## src/rtl/rwm_pkg.sv

```systemverilog
`timescale 1ns/1ps
package rwm_pkg;

  typedef enum logic [1:0] {
    ST_IDLE   = 2'd0,
    ST_ACCESS = 2'd1,
    ST_HSHAKE = 2'd2,
    ST_GAP    = 2'd3
  } rwm_state_e;

  // width able to hold the larger of two cycle counts
  function automatic int cnt_width(input int a, input int b);
    int m;
    m = (a > b) ? a : b;
    return (m < 1) ? 1 : $clog2(m + 1);
  endfunction

  // true on the edge that completes 'limit' counted edges
  function automatic logic last_tick(input int unsigned count, input int unsigned limit);
    return (count + 1) == limit;
  endfunction

endpackage

```

## src/rtl/rwm_sync.sv

```systemverilog
`timescale 1ns/1ps
module rwm_sync #(
  parameter int STAGES = 2
) (
  input  logic clk,
  input  logic rst_n,
  input  logic d,
  output logic q
);
  logic [STAGES-1:0] chain;

  generate
    if (STAGES == 1) begin : g_one
      always_ff @(posedge clk or negedge rst_n) begin
        if (!rst_n) chain <= '0;
        else        chain <= d;
      end
    end else begin : g_many
      always_ff @(posedge clk or negedge rst_n) begin
        if (!rst_n) chain <= '0;
        else        chain <= {chain[STAGES-2:0], d};
      end
    end
  endgenerate

  assign q = chain[STAGES-1];
endmodule

```

## src/rtl/rwm_tick_counter.sv

```systemverilog
`timescale 1ns/1ps
module rwm_tick_counter #(
  parameter int W = 4
) (
  input  logic         clk,
  input  logic         rst_n,
  input  logic         clr,
  input  logic         inc,
  output logic [W-1:0] cnt
);
  always_ff @(posedge clk or negedge rst_n) begin
    if (!rst_n)                 cnt <= '0;
    else if (clr)               cnt <= '0;
    else if (inc && cnt != '1)  cnt <= cnt + 1'b1;
  end
endmodule

```

## src/rtl/rwm_capture.sv

```systemverilog
`timescale 1ns/1ps
module rwm_capture #(
  parameter int W = 8
) (
  input  logic         clk,
  input  logic         rst_n,
  input  logic         load,
  input  logic [W-1:0] d,
  output logic [W-1:0] q
);
  always_ff @(posedge clk or negedge rst_n) begin
    if (!rst_n)    q <= '0;
    else if (load) q <= d;
  end
endmodule

```

## src/rtl/rwm_master.sv

```systemverilog
`timescale 1ns/1ps
module rwm_master #(
  parameter int DATA_W      = 8,
  parameter int ACCESS_CYC  = 4,
  parameter bit TIMEOUT_EN  = 1'b1,
  parameter int TIMEOUT_CYC = 16,
  parameter int SYNC_STAGES = 2
) (
  input  logic              clk,
  input  logic              rst_n,
  input  logic              cmd_valid_i,
  output logic              cmd_ready_o,
  output logic              done_o,
  output logic              err_o,
  output logic [DATA_W-1:0] rdata_o,
  output logic              bus_req_o,
  input  logic              bus_wait_i,
  input  logic [DATA_W-1:0] bus_data_i
);
  import rwm_pkg::*;

  localparam int CNT_W = cnt_width(ACCESS_CYC, TIMEOUT_CYC);

  rwm_state_e        state_q, state_d;
  logic [CNT_W-1:0]  cnt;
  logic [31:0]       cnt_ext;
  logic              wait_s, wait_q;

  // named events, also observed by the checker
  logic start_xfer, wait_seen, deadline_hit, wait_fall, wait_release;
  logic timeout_hit, capture_en, cnt_clr, cnt_inc;

  rwm_sync #(.STAGES(SYNC_STAGES)) u_wsync (
    .clk(clk), .rst_n(rst_n), .d(bus_wait_i), .q(wait_s)
  );

  always_ff @(posedge clk or negedge rst_n) begin
    if (!rst_n) wait_q <= 1'b0;
    else        wait_q <= wait_s;
  end

  assign cnt_ext      = {{(32-CNT_W){1'b0}}, cnt};
  assign wait_fall    = wait_q & ~wait_s;
  assign start_xfer   = (state_q == ST_IDLE) & cmd_valid_i;
  // wait takes priority over the deadline on the same edge
  assign wait_seen    = (state_q == ST_ACCESS) & wait_s;
  assign deadline_hit = (state_q == ST_ACCESS) & ~wait_s & last_tick(cnt_ext, ACCESS_CYC);
  assign wait_release = (state_q == ST_HSHAKE) & wait_fall;

  generate
    if (TIMEOUT_EN) begin : g_tmo
      assign timeout_hit = (state_q == ST_HSHAKE) & wait_s & last_tick(cnt_ext, TIMEOUT_CYC);
    end else begin : g_no_tmo
      assign timeout_hit = 1'b0;
    end
  endgenerate

  assign capture_en = deadline_hit | wait_release;
  assign cnt_clr    = start_xfer | wait_seen;
  assign cnt_inc    = ((state_q == ST_ACCESS) & ~wait_s) | ((state_q == ST_HSHAKE) & wait_s);

  rwm_tick_counter #(.W(CNT_W)) u_cnt (
    .clk(clk), .rst_n(rst_n), .clr(cnt_clr), .inc(cnt_inc), .cnt(cnt)
  );

  always_comb begin
    state_d = state_q;
    unique case (state_q)
      ST_IDLE:   if (start_xfer) state_d = ST_ACCESS;
      ST_ACCESS: begin
        if (wait_seen)         state_d = ST_HSHAKE;
        else if (deadline_hit) state_d = ST_GAP;
      end
      ST_HSHAKE: if (wait_release | timeout_hit) state_d = ST_GAP;
      ST_GAP:    state_d = ST_IDLE;
      default:   state_d = ST_IDLE;
    endcase
  end

  always_ff @(posedge clk or negedge rst_n) begin
    if (!rst_n) begin
      state_q <= ST_IDLE;
      done_o  <= 1'b0;
      err_o   <= 1'b0;
    end else begin
      state_q <= state_d;
      done_o  <= capture_en;
      err_o   <= timeout_hit;
    end
  end

  // data bus sampled directly: the servant holds it stable at the sampling edge
  rwm_capture #(.W(DATA_W)) u_cap (
    .clk(clk), .rst_n(rst_n), .load(capture_en), .d(bus_data_i), .q(rdata_o)
  );

  assign bus_req_o   = (state_q == ST_ACCESS) | (state_q == ST_HSHAKE);
  assign cmd_ready_o = (state_q == ST_IDLE);
endmodule

```

## config.mk

```make
export PLATFORM = sky130hd
export DESIGN_NAME = rwm_master
export DESIGN_NICKNAME = d
export VERILOG_FILES = /design/src/rtl/rwm_pkg.sv /design/src/rtl/rwm_sync.sv /design/src/rtl/rwm_tick_counter.sv /design/src/rtl/rwm_capture.sv /design/src/rtl/rwm_master.sv
export SDC_FILE = /design/constraint.sdc
export NUM_CORES = 1
export LEC_CHECK = 0
export ABC_AREA = 1
export BUFFER_PORTS_ARGS = -buffer_cell sky130_fd_sc_hd__buf_4
export CAP_MARGIN = 40
export CORE_ASPECT_RATIO = 0.75
export CORE_MARGIN = 2
export CORE_UTILIZATION = 51
export CTS_CLUSTER_SIZE = 24
export DETAILED_ROUTE_END_ITERATION = 8
export PLACE_DENSITY = 0.86
export SYNTH_ARGS = -nofsm -noshare
export SYNTH_HDL_FRONTEND = slang
export SYNTH_SLANG_ARGS = --single-unit
```

## constraint.sdc

```tcl
create_clock -name clk -period 2.3 [get_ports clk]
set_input_delay 0.115 -clock clk [delete_from_list [all_inputs] [get_ports clk]]
set_output_delay 0.115 -clock clk [all_outputs]
set_load 0.05 [all_outputs]
```

==> impl_metrics.toml <==
[timing]
max_freq_ghz = 0.4840
drv_slew = 0
finalCriticalPeriod_ns = 2.066
setup-violations-final = 0
layout_setup_ws_ns = 0.2338
slew_headroom_pct = 74.77
finalHoldViolCount = 0
grt_setup_unrepaired = "no"
worst_slew_pin_slew_ns = 0.3770
hold_slack_ns = 0.008518
fin_crit_sh_pct = 89.83
fin_skew_ns = 0.005886
tns_ns = 0

[min_path]
min_from = "bus_data_i[5]"
worstHoldPathType = "input pin to flop"

[power]
p_int_w = 0.0009241
power.density_nw_per_um2 = 1391
clock_power_share_pct = 16.0
pwr-share-comb_pct = 52.7
seqPwrFrac_pct = 31.3
p_sw_share_pct = 47.74
ir_worst_vdd_mv = 1.051
cellLeakagePower_nw = 0.6539
p_sw_w = 0.0008442

[worst_setup_path]
slowest_delay_ns = 0.46
crit_required_ns = 2.48
crit_path_cell_trace = "ha_1 > nand2_1 > nor2_1 > ha_1 > inv_1 > nand3_1 > nor2_2 > nand2_2 > o21ai_4 > o21ai_0"
cp_common_cell = "ha_1"
critical-path-slowest-cell = "dfrtp_1"
crit_type = "flop to flop"
start_kind = "flop"
critPathLaunch = "u_cnt.cnt[0]"
cp.arrival_ns = 2.25
path_max_fanout = 17
r2r-start = "u_cnt.cnt[0]"
end_kind = "flop"

[place]
dp_cells = 159
post-place-ws_ns = 0.2141
gp_congestion = 0.9172
numPortBuffers = 23
hpwlAfterDp_um = 1426

[floorplanning]
dieArea_um2 = 2313
num_rows = 13
start_util_pct = 55.82
die_h_um = 42.15
pin_count = 24
coreArea_um2 = 1773
die_x_um = 54.87

[run_status]
outcome = "complete, no violations"

[cts]
clk_pin_slew_worst_paths_ns = 0.11
clkSinkCount = 20
post_cts_resized = 0
cts-root-buf = "clkbuf_4"
clk_latency_ns = 0.31
max-clock-path-buffers = 2
cts_tree = "built"
cts.htree.levels = 1
cts_setup_buffers = 0
postCtsHoldBufs = 2
numCtsBuffers = 3

[drt]
routed_via_density = 5.006
drc = 0
drt_first_pass_iters = 4
drt-initial-drc-count = 28
wl_per_cell_um = 11.96
dr_total_vias = 836
antenna_left = 0
wirelength_um = 1997

[cells_and_area]
final_common_cell = "nand2_1"
nFillCells = 134
diodes = 0
synthToLayoutAreaGrowth_pct = 28.45
nets = 164
finalNonFillerCells = 167
fin_util_pct = 71.70
drive_gt1_share_pct = 22.76
mostFrequentLayoutCells = "nand2_1, buf_4, inv_1, dfrtp_1, o21ai_0"

[global_route]
track_usage_pct = 19.90
grt_pass1_vias = 769
antenna_found_initial = 0
grt_pass1_wl_um = 3229
grt_start_max_net_pins = 21
overflow = 0

[logic_synthesis]
synthCells = 115
synth_area_um2 = 989.7
synth_seq_area_share_pct = 50.57
synth_nets = 133
synth_warnings = 0
ys_seq_elements = 20
synth_cell_type_count = 16
synth_area_per_cell_um2 = 8.606

[flow_run]
maxCapViolCount = 0
[sequential cells by signal (all words and copies together) (netlist names)]
name	count
u_cap.q	8
wait_q	1
u_wsync.chain	2
done_o	1
u_cnt.cnt	5
state_q	2
err_o	1
[cells by family after synthesis]
group	share of synthesized area (%)
buffers and inverters	9.482
adder cells (fa/ha/maj)	7.585
AND/OR/NAND/NOR	21.62
flip-flops	50.57
AO/OA/AOI/OAI	10.75
[per-stage QoR]
step / total power [W] / cell area (um2)
finish: 0.001768 / 1271
global route: 0.001890 / 1271
CTS: 0.001783 / 1251
detailed placement: 0.001482 / 1179
global placement: 0.001453 / 1179
floorplan: 0.001228 / 989.7
[power by group through the flow]
stage / Combinational (W) / Sequential, W / Clock (W)
floorplan: 0.000430 / 0.000798 / 0
global placement: 0.000903 / 0.000549 / 0
detailed placement: 0.000922 / 0.000560 / 0
CTS: 0.000939 / 0.000555 / 0.000289
global route: 0.00101 / 0.000573 / 0.000310
finish: 0.000932 / 0.000553 / 0.000283
[worst max-delay path: cells and delay by family, from the launching register on]
family / cells / cell delay (ns)
compound gates: 2 / 0.48
fa+ha+maj: 2 / 0.53
buf+inv: 1 / 0.08
flops: 1 / 0.46
simple gates: 5 / 0.41
[routing by layer]
metal	routed length, um	vias to the layer above	part of all wire (%)	global-route usage (%)
met4	21	0	1.1	6.000
met2	1005	38	50	31.90
met5	0	-	0	0
met1	808	370	40	24.36
met3	161	4	8.1	7.500
li1	-	424	-	-
[worst paths after layout]
check	to	slack, ns	cells past startpoint
min	u_cap.q[5]	0.009	3
max in group asynchronous	u_wsync.chain[0]	1.89	2
min reg2reg	u_wsync.chain[1]	0.36	0
max	u_cap.q[0]	0.23	10
max reg2reg	u_cap.q[0]	0.23	10
min in group asynchronous	u_cap.q[7]	0.21	2
[synthesized netlist by cell type, drive strengths merged]
cell type	n	area, um2
buf	1	11.26
ha	6	75.07
o21bai	1	7.510
nor2	6	25.03
nand4	4	25.02
nand2	31	123.9
o21ai	12	75.08
dfrtp	20	500.5
a21oi	1	5.000
o22ai	3	18.77
nand3	8	40.04
inv	22	82.58
[final cells by class]
class / count / area [um2] / area share [%]
inverters: 22 / 82.58 / 6.496
well taps: 22 / 27.53 / 2.165
clock inverters: 1 / 30.03 / 2.362
multi-input cells: 72 / 395.4 / 31.10
flip-flops and latches: 20 / 500.5 / 39.37
repair buffers: 27 / 212.7 / 16.73
clock buffers: 3 / 22.52 / 1.772
(Power assumes the default switching activity.)
